===== config.mk =====
export PLATFORM = sky130hd
export DESIGN_NAME = dma_line_alloc
export DESIGN_NICKNAME = d
export VERILOG_FILES = /design/src/rtl/dla_pkg.sv /design/src/rtl/dla_slot_match.sv /design/src/rtl/dla_prio_enc.sv /design/src/rtl/dma_line_alloc.sv
export SDC_FILE = /design/constraint.sdc
export NUM_CORES = 1
export LEC_CHECK = 0
export ABC_CLOCK_PERIOD_IN_PS = 3200
export BUFFER_PORTS_ARGS = -buffer_cell sky130_fd_sc_hd__buf_2
export CELL_PAD_IN_SITES_DETAIL_PLACEMENT = 1
export CELL_PAD_IN_SITES_GLOBAL_PLACEMENT = 1
export CORE_MARGIN = 3
export CORE_UTILIZATION = 35
export CTS_CLUSTER_DIAMETER = 120
export DETAILED_ROUTE_END_ITERATION = 10
export GPL_TIMING_DRIVEN = 1
export HOLD_SLACK_MARGIN = 0.1
export PLACE_DENSITY_LB_ADDON = 0.1
export SLEW_MARGIN = 20
export SYNTH_ARGS = -nofsm -noshare
export SYNTH_HDL_FRONTEND = slang
export SYNTH_SLANG_ARGS = --single-unit

===== constraint.sdc =====
create_clock -name clk -period 3.2 [get_ports clk]
set_clock_uncertainty 0.15 [all_clocks]
set_input_delay 0.64 -clock clk [delete_from_list [all_inputs] [get_ports clk]]
set_output_delay 0.64 -clock clk [all_outputs]
set_load 0.05 [all_outputs]

===== src/rtl/dla_pkg.sv =====
`timescale 1ns/1ps
package dla_pkg;
  localparam int EP_W_DEF      = 4;
  localparam int NUM_LINES_DEF = 5;
  localparam int MAP_W_DEF     = 32;

  function automatic int idx_width(input int n);
    return (n > 1) ? $clog2(n) : 1;
  endfunction
endpackage


===== src/rtl/dla_slot_match.sv =====
`timescale 1ns/1ps
// Compares every slot's endpoint field against one key.
module dla_slot_match #(
  parameter int EP_W      = 4,
  parameter int NUM_LINES = 5
) (
  input  logic [NUM_LINES*EP_W-1:0] fields,
  input  logic [EP_W-1:0]           key,
  output logic [NUM_LINES-1:0]      hits
);
  for (genvar g = 0; g < NUM_LINES; g++) begin : g_cmp
    assign hits[g] = (fields[g*EP_W +: EP_W] == key);
  end
endmodule


===== src/rtl/dla_prio_enc.sv =====
`timescale 1ns/1ps
// Lowest-index-wins priority encoder.
module dla_prio_enc #(
  parameter int N     = 5,
  parameter int IDX_W = 3
) (
  input  logic [N-1:0]     vec,
  output logic             found,
  output logic [IDX_W-1:0] idx
);
  always_comb begin
    found = |vec;
    idx   = '0;
    for (int i = N - 1; i >= 0; i--) begin
      if (vec[i]) idx = IDX_W'(i);
    end
  end
endmodule


===== src/rtl/dma_line_alloc.sv =====
`timescale 1ns/1ps
module dma_line_alloc #(
  parameter int EP_W      = dla_pkg::EP_W_DEF,
  parameter int NUM_LINES = dla_pkg::NUM_LINES_DEF,
  parameter int MAP_W     = dla_pkg::MAP_W_DEF,
  parameter int LINE_W    = dla_pkg::idx_width(NUM_LINES)
) (
  input  logic              clk,
  input  logic              rst,
  input  logic              mode_multi,
  input  logic              alloc_req,
  input  logic [EP_W-1:0]   alloc_ep,
  input  logic              alloc_tx,
  input  logic              rel_req,
  input  logic [EP_W-1:0]   rel_ep,
  input  logic              wr_en,
  input  logic [MAP_W-1:0]  wr_data,
  output logic              grant,
  output logic [LINE_W-1:0] grant_line,
  output logic              retry,
  output logic              rel_err,
  output logic [MAP_W-1:0]  map_out
);
  localparam int SLOT_W = EP_W + 1;
  localparam int USED_W = NUM_LINES * SLOT_W;

  initial begin
    if (USED_W > MAP_W) $error("slots do not fit the mapping word");
  end

  logic [MAP_W-1:0] map_q, map_rel, map_nxt;
  logic [MAP_W-1:0] own_mask, free_mask, entry_shift;
  logic [SLOT_W-1:0] entry;
  logic [NUM_LINES*EP_W-1:0] cur_fields, rel_fields;
  logic [NUM_LINES-1:0] own_hits, free_hits;
  logic own_found, free_found;
  logic [LINE_W-1:0] own_idx, free_idx, give_line;
  logic rel_bad, give, deny;

  // Endpoint fields before and after the release stage
  for (genvar g = 0; g < NUM_LINES; g++) begin : g_fields
    assign cur_fields[g*EP_W +: EP_W] = map_q[g*SLOT_W +: EP_W];
    assign rel_fields[g*EP_W +: EP_W] = map_rel[g*SLOT_W +: EP_W];
  end

  dla_slot_match #(.EP_W(EP_W), .NUM_LINES(NUM_LINES)) i_own_match (
    .fields(cur_fields), .key(rel_ep), .hits(own_hits));
  dla_prio_enc #(.N(NUM_LINES), .IDX_W(LINE_W)) i_own_enc (
    .vec(own_hits), .found(own_found), .idx(own_idx));

  dla_slot_match #(.EP_W(EP_W), .NUM_LINES(NUM_LINES)) i_free_match (
    .fields(rel_fields), .key({EP_W{1'b0}}), .hits(free_hits));
  dla_prio_enc #(.N(NUM_LINES), .IDX_W(LINE_W)) i_free_enc (
    .vec(free_hits), .found(free_found), .idx(free_idx));

  assign entry       = {alloc_tx, alloc_ep};
  assign own_mask    = MAP_W'({SLOT_W{1'b1}}) << (int'(own_idx) * SLOT_W);
  assign free_mask   = MAP_W'({SLOT_W{1'b1}}) << (int'(free_idx) * SLOT_W);
  assign entry_shift = MAP_W'(entry) << (int'(free_idx) * SLOT_W);

  // Release stage first, allocation sees its result
  always_comb begin
    map_rel = map_q;
    rel_bad = 1'b0;
    if (rel_req) begin
      if (rel_ep == '0) begin
        rel_bad = 1'b1;
      end else if (mode_multi) begin
        if (own_found) map_rel = map_q & ~own_mask;
        else           rel_bad = 1'b1;
      end else if (map_q[EP_W-1:0] == rel_ep) begin
        map_rel = '0;
      end else begin
        rel_bad = 1'b1;
      end
    end

    map_nxt   = map_rel;
    give      = 1'b0;
    deny      = 1'b0;
    give_line = '0;
    if (alloc_req) begin
      if (alloc_ep == '0) begin
        deny = 1'b1;
      end else if (mode_multi) begin
        if (free_found) begin
          map_nxt   = (map_rel & ~free_mask) | entry_shift;
          give      = 1'b1;
          give_line = free_idx;
        end else begin
          deny = 1'b1;
        end
      end else if (map_rel != '0) begin
        deny = 1'b1;
      end else begin
        map_nxt = MAP_W'(entry);
        give    = 1'b1;
      end
    end
  end

  always_ff @(posedge clk) begin
    if (rst) begin
      map_q      <= '0;
      grant      <= 1'b0;
      grant_line <= '0;
      retry      <= 1'b0;
      rel_err    <= 1'b0;
    end else if (wr_en) begin
      map_q      <= wr_data;
      grant      <= 1'b0;
      grant_line <= '0;
      retry      <= 1'b0;
      rel_err    <= 1'b0;
    end else begin
      map_q      <= map_nxt;
      grant      <= give;
      grant_line <= give_line;
      retry      <= deny;
      rel_err    <= rel_bad;
    end
  end

  assign map_out = map_q;

  // a request gets at most one kind of answer
  p_one_answer_r4: assert property (@(posedge clk) disable iff (rst)
    !(grant && retry));

  // a refused lone allocation leaves the word alone
  p_retry_keeps_map_r4: assert property (@(posedge clk) disable iff (rst)
    (alloc_req && !rel_req && !wr_en) |=> (!retry || map_out == $past(map_out)));

  // the shared mode only ever grants line 0 and fills only the low slot
  p_shared_line0_r6: assert property (@(posedge clk) disable iff (rst)
    (alloc_req && !mode_multi && !wr_en) |=>
      (!grant || (grant_line == '0 && map_out[MAP_W-1:SLOT_W] == '0)));

  // endpoint 0 is refused on both paths
  p_ep0_alloc_r8: assert property (@(posedge clk) disable iff (rst)
    (alloc_req && alloc_ep == '0 && !wr_en) |=> (retry && !grant));
  p_ep0_rel_r8: assert property (@(posedge clk) disable iff (rst)
    (rel_req && rel_ep == '0 && !wr_en) |=> rel_err);

  // direct load wins and silences the responses
  p_direct_load_r10: assert property (@(posedge clk) disable iff (rst)
    wr_en |=> (map_out == $past(wr_data) && !grant && !retry && !rel_err));

  // no request, no pulse
  p_idle_quiet_r11: assert property (@(posedge clk) disable iff (rst)
    (!alloc_req && !rel_req) |=> (!grant && !retry && !rel_err));
endmodule


==> run summary <==
FINAL LAYOUT
----------------------------------------------------------------------------------------
Final core area utilization                                                        0.482
Count of antenna diodes in the layout                                                  0
Net total in the final layout                                                        414
Share of post-route cells with drive strength above 1                              0.321
Area of all placed cells without fillers                                       2940 um^2
Area growth from synthesis to layout                                               29.3%

FLOORPLANNING
----------------------------------------------------------------------------------------
Die span in y                                                                    86.6 um
Count of boundary I/O pins                                                            85
Die Footprint                                                                  7490 um^2
Starting density of the core                                                       0.373
Floorplan die width                                                              86.6 um
Row cnt                                                                               28
Placeable core region                                                          6100 um^2

CLOCK NETWORK
----------------------------------------------------------------------------------------
Post-CTS sizing                                                                        0
Hold bufs inserted after CTS                                                           0
Clk sinks                                                                             38
Clock transition at the registers of the reported paths                          0.08 ns
Buffers from clock root to sink, at most                                               2
Buffer count from post-CTS setup fixing                                                0
Clock latency reported for the late side of the worst-skew pair                  0.29 ns
TritonCTS clock tree                                                                 yes
Clock buffer count from CTS                                                            5
Maximum level of the CTS H-tree                                                        2
Clock root buffer                                                           sky130_fd_sc_hd__clkbuf_8

DRT
----------------------------------------------------------------------------------------
Number of DRC markers after the initial detailed-route iteration                     159
Number of vias after detailed routing                                               2552
Overall routed net length                                                        8460 um
Number of antenna-violating nets in the routed design                                  0
DR vias/cell                                                                        5.76
Remaining DRCs                                                                         0
Drt first pass iters                                                                   4
Post-DR wirelength/cell                                                          19.1 um

STA
----------------------------------------------------------------------------------------
Transition time at the pin with the least slew margin                           0.588 ns
Fin Setup TNS                                                                       0 ns
Final Setup Violations                                                                 0
Final hold violation count                                                             0
Slew headroom                                                                      0.605
Shortest period the worst path allows                                            2.74 ns
F_max                                                                            365 MHz
Number of pins with negative max-slew slack in the final report                        0
Worst setup margin                                                              0.458 ns
Setup repair after global routing missed its margin                                   no
Crit share post-route                                                              0.857

YOSYS
----------------------------------------------------------------------------------------
Syn Area/Cell                                                                  8.29 um^2
Net count after synthesis                                                            321
Cell type with the largest total area after synthesis                       sky130_fd_sc_hd__dfxtp_1
Number of distinct library cells after synthesis                                      57
Yosys synthesis warning count                                                          0
Top cell types by occurrence after synthesis                                sky130_fd_sc_hd__dfxtp_1 (38), sky130_fd_sc_hd__nor2_1 (28), sky130_fd_sc_hd__a21oi_1 (19)
Share of the synthesized area in the top cell type                                 0.335
Most instantiated library cell after synthesis                              sky130_fd_sc_hd__dfxtp_1
Part of the Yosys area used for sequential elements                                0.335
Area contributors post-synth                                                sky130_fd_sc_hd__dfxtp_1 (33%), sky130_fd_sc_hd__nor2_1 (4.6%), sky130_fd_sc_hd__xnor2_1 (4.6%), sky130_fd_sc_hd__a21oi_1 (4.2%), sky130_fd_sc_hd__and3_1 (4.1%)
EDFF count, synth                                                                      0
Share of synthesized flip-flops with an asynchronous set or reset                      0
Flip-flop cell with the highest count after synthesis                       sky130_fd_sc_hd__dfxtp_1
Post-synthesis instance total                                                        274
Post-synthesis cell area                                                       2270 um^2
Number of register bits inferred by synthesis                                         38

CRITICAL PATH
----------------------------------------------------------------------------------------
Setup slack, reg-to-reg                                                          0.53 ns
CP Max Fanout                                                                          7
Required time of the critical path                                               3.29 ns
CP max stage cell                                                           sky130_fd_sc_hd__a21oi_1
Crit path launch                                                               rel_ep[2]
Cell chain of the critical path                                             buf_2 > xnor2_1 > nand4_1 > and3_4 > a21oi_1 > nand2_1 > a2111oi_0 > or3_1
Buf+Inv Stages, Crit Path                                                              1
Cell family contributing the most delay on the critical path                compound AO/OA/AOI/OAI gates
Critical path startpoint category                                              input pin
Crit path largest cell delay                                                     0.46 ns
Crit path kind                                                              input pin to register
Arrival @ worst endpoint                                                         2.83 ns
Worst setup path end                                                         map_out[19]
Number of cells traversed by the worst register-to-register path                       7
Reg-to-reg startpoint                                                         map_out[5]
Cell count along the critical path                                                     8
Endpoint of the worst register-to-register path                               map_out[4]
Crit path capture type                                                          register

PWR
----------------------------------------------------------------------------------------
Internal portion of total power                                               0.000814 W
Sw Share                                                                           0.366
Leakage power                                                                    1.32 nW
Power density over the cells                                                 437 nW/um^2
Total design power                                                             0.00128 W
Net switching power                                                           0.000469 W
Portion of total power attributed to sequential cells                              0.418
Logic gate share of total power                                                    0.319
Clk pwr share                                                                      0.263
Worst supply voltage drop on vdd                                                  205 uV

PLACEMENT
----------------------------------------------------------------------------------------
Total half-perimeter wirelength after legalization and detailed placement        6640 um
Port Buf Inserts                                                                      84
Placed standard-cell area                                                      2850 um^2
Worst slack at placement                                                        0.131 ns
Gpl congestion                                                                     0.972

WORST HOLD PATH
----------------------------------------------------------------------------------------
Class of the tightest hold or removal check                                 register to register
Number of instances on the worst hold path                                             2

GRT
----------------------------------------------------------------------------------------
Aggregate global routing overflow                                                      0
Number of antenna violations at the first check in global routing                      0
Global-route usage over all layers                                                 0.229
Wire length of the first global-routing pass                                    13300 um
Via count of the first global-routing pass                                          2548
Largest net degree at the start of global routing                                     30

RUN STATUS
----------------------------------------------------------------------------------------
Status                                                                      finished clean

RUN
----------------------------------------------------------------------------------------
Max-Cap Viols                                                                          0

tightest hold or removal path: stages, from the launching register on:
cell	delay, ns
sky130_fd_sc_hd__dfxtp_1	0.32
sky130_fd_sc_hd__o311ai_0	0.09
sky130_fd_sc_hd__a311oi_1	0.09
worst min path at each step:
stage | startpoint | endpoint | slack (ns)
4_1_cts | map_out[9] | map_out[9] | 0.40
5_1_grt | wr_data[21] | map_out[21] | 0.43
6_report | map_out[9] | map_out[9] | 0.39
3_5_place_dp | map_out[9] | map_out[9] | 0.37
3_3_place_gp | map_out[14] | map_out[14] | 0.40
2_1_floorplan | map_out[14] | map_out[14] | 0.60
power by group through the flow:
stage	clock network, W	logic, W	registers (W)
2_1_floorplan	0	0.000178	0.000638
3_3_place_gp	0	0.000404	0.000547
3_5_place_dp	0	0.000407	0.000547
4_1_cts	0.000347	0.000409	0.000536
5_1_grt	0.000365	0.000442	0.000541
6_report	0.000337	0.000409	0.000536
per-layer routing:
layer  vias to the layer above  track usage  part of all wire
met2                        90        0.366              0.46
met5                         -            0                 0
met1                      1222        0.322              0.45
met3                         7       0.0361             0.081
met4                         0       0.0538            0.0073
li1                       1233            -                 -
per-stage QoR:
| step | hold WS (ns) | std cells |
|---|---|---|
| 6_report | 0.392 | 443 |
| 3_3_place_gp | 0.395 | 435 |
| 2_1_floorplan | 0.604 | 274 |
| 3_5_place_dp | 0.373 | 435 |
| 5_1_grt | 0.427 | 443 |
| 4_1_cts | 0.396 | 443 |
area by class of cell:
cell class	count	area, um^2
clock buffers	7	86.3
fillers	798	3160
well taps	75	93.8
multi-input cells	216	1430
flip-flops and latches	38	761
repair buffers	101	548
inverters	5	18.8
clock inverters	1	5.00
cell families after synthesis:
family          synth area share
compound gates             0.259
mux                      0.00441
xor+xnor                  0.0771
buf+inv                   0.0380
simple gates               0.287
flops                      0.335
state kept, by name (all words and copies together), names as in the netlist:
name and cells:
grant_line 3, rel_err 1, retry 1, map_out 32
grant 1
layout by cell type (no fill, tap or decap), types with 8 or more instances in the layout:
| master | netlist | final |
|---|---|---|
| sky130_fd_sc_hd__buf_2 | 3 | 84 |
| sky130_fd_sc_hd__nor2_1 | 28 | 28 |
| sky130_fd_sc_hd__a221oi_1 | 10 | 10 |
| sky130_fd_sc_hd__xnor2_1 | 12 | 12 |
| sky130_fd_sc_hd__nor3_1 | 15 | 15 |
| sky130_fd_sc_hd__and3_1 | 15 | 15 |
| sky130_fd_sc_hd__nand2_1 | 15 | 15 |
| sky130_fd_sc_hd__o21ai_0 | 8 | 8 |
| sky130_fd_sc_hd__xor2_1 | 8 | 8 |
| sky130_fd_sc_hd__a21oi_1 | 19 | 19 |
| sky130_fd_sc_hd__buf_4 | 2 | 17 |
| sky130_fd_sc_hd__dfxtp_1 | 38 | 38 |
No activity file was read; power rests on OpenSTA's default activity.
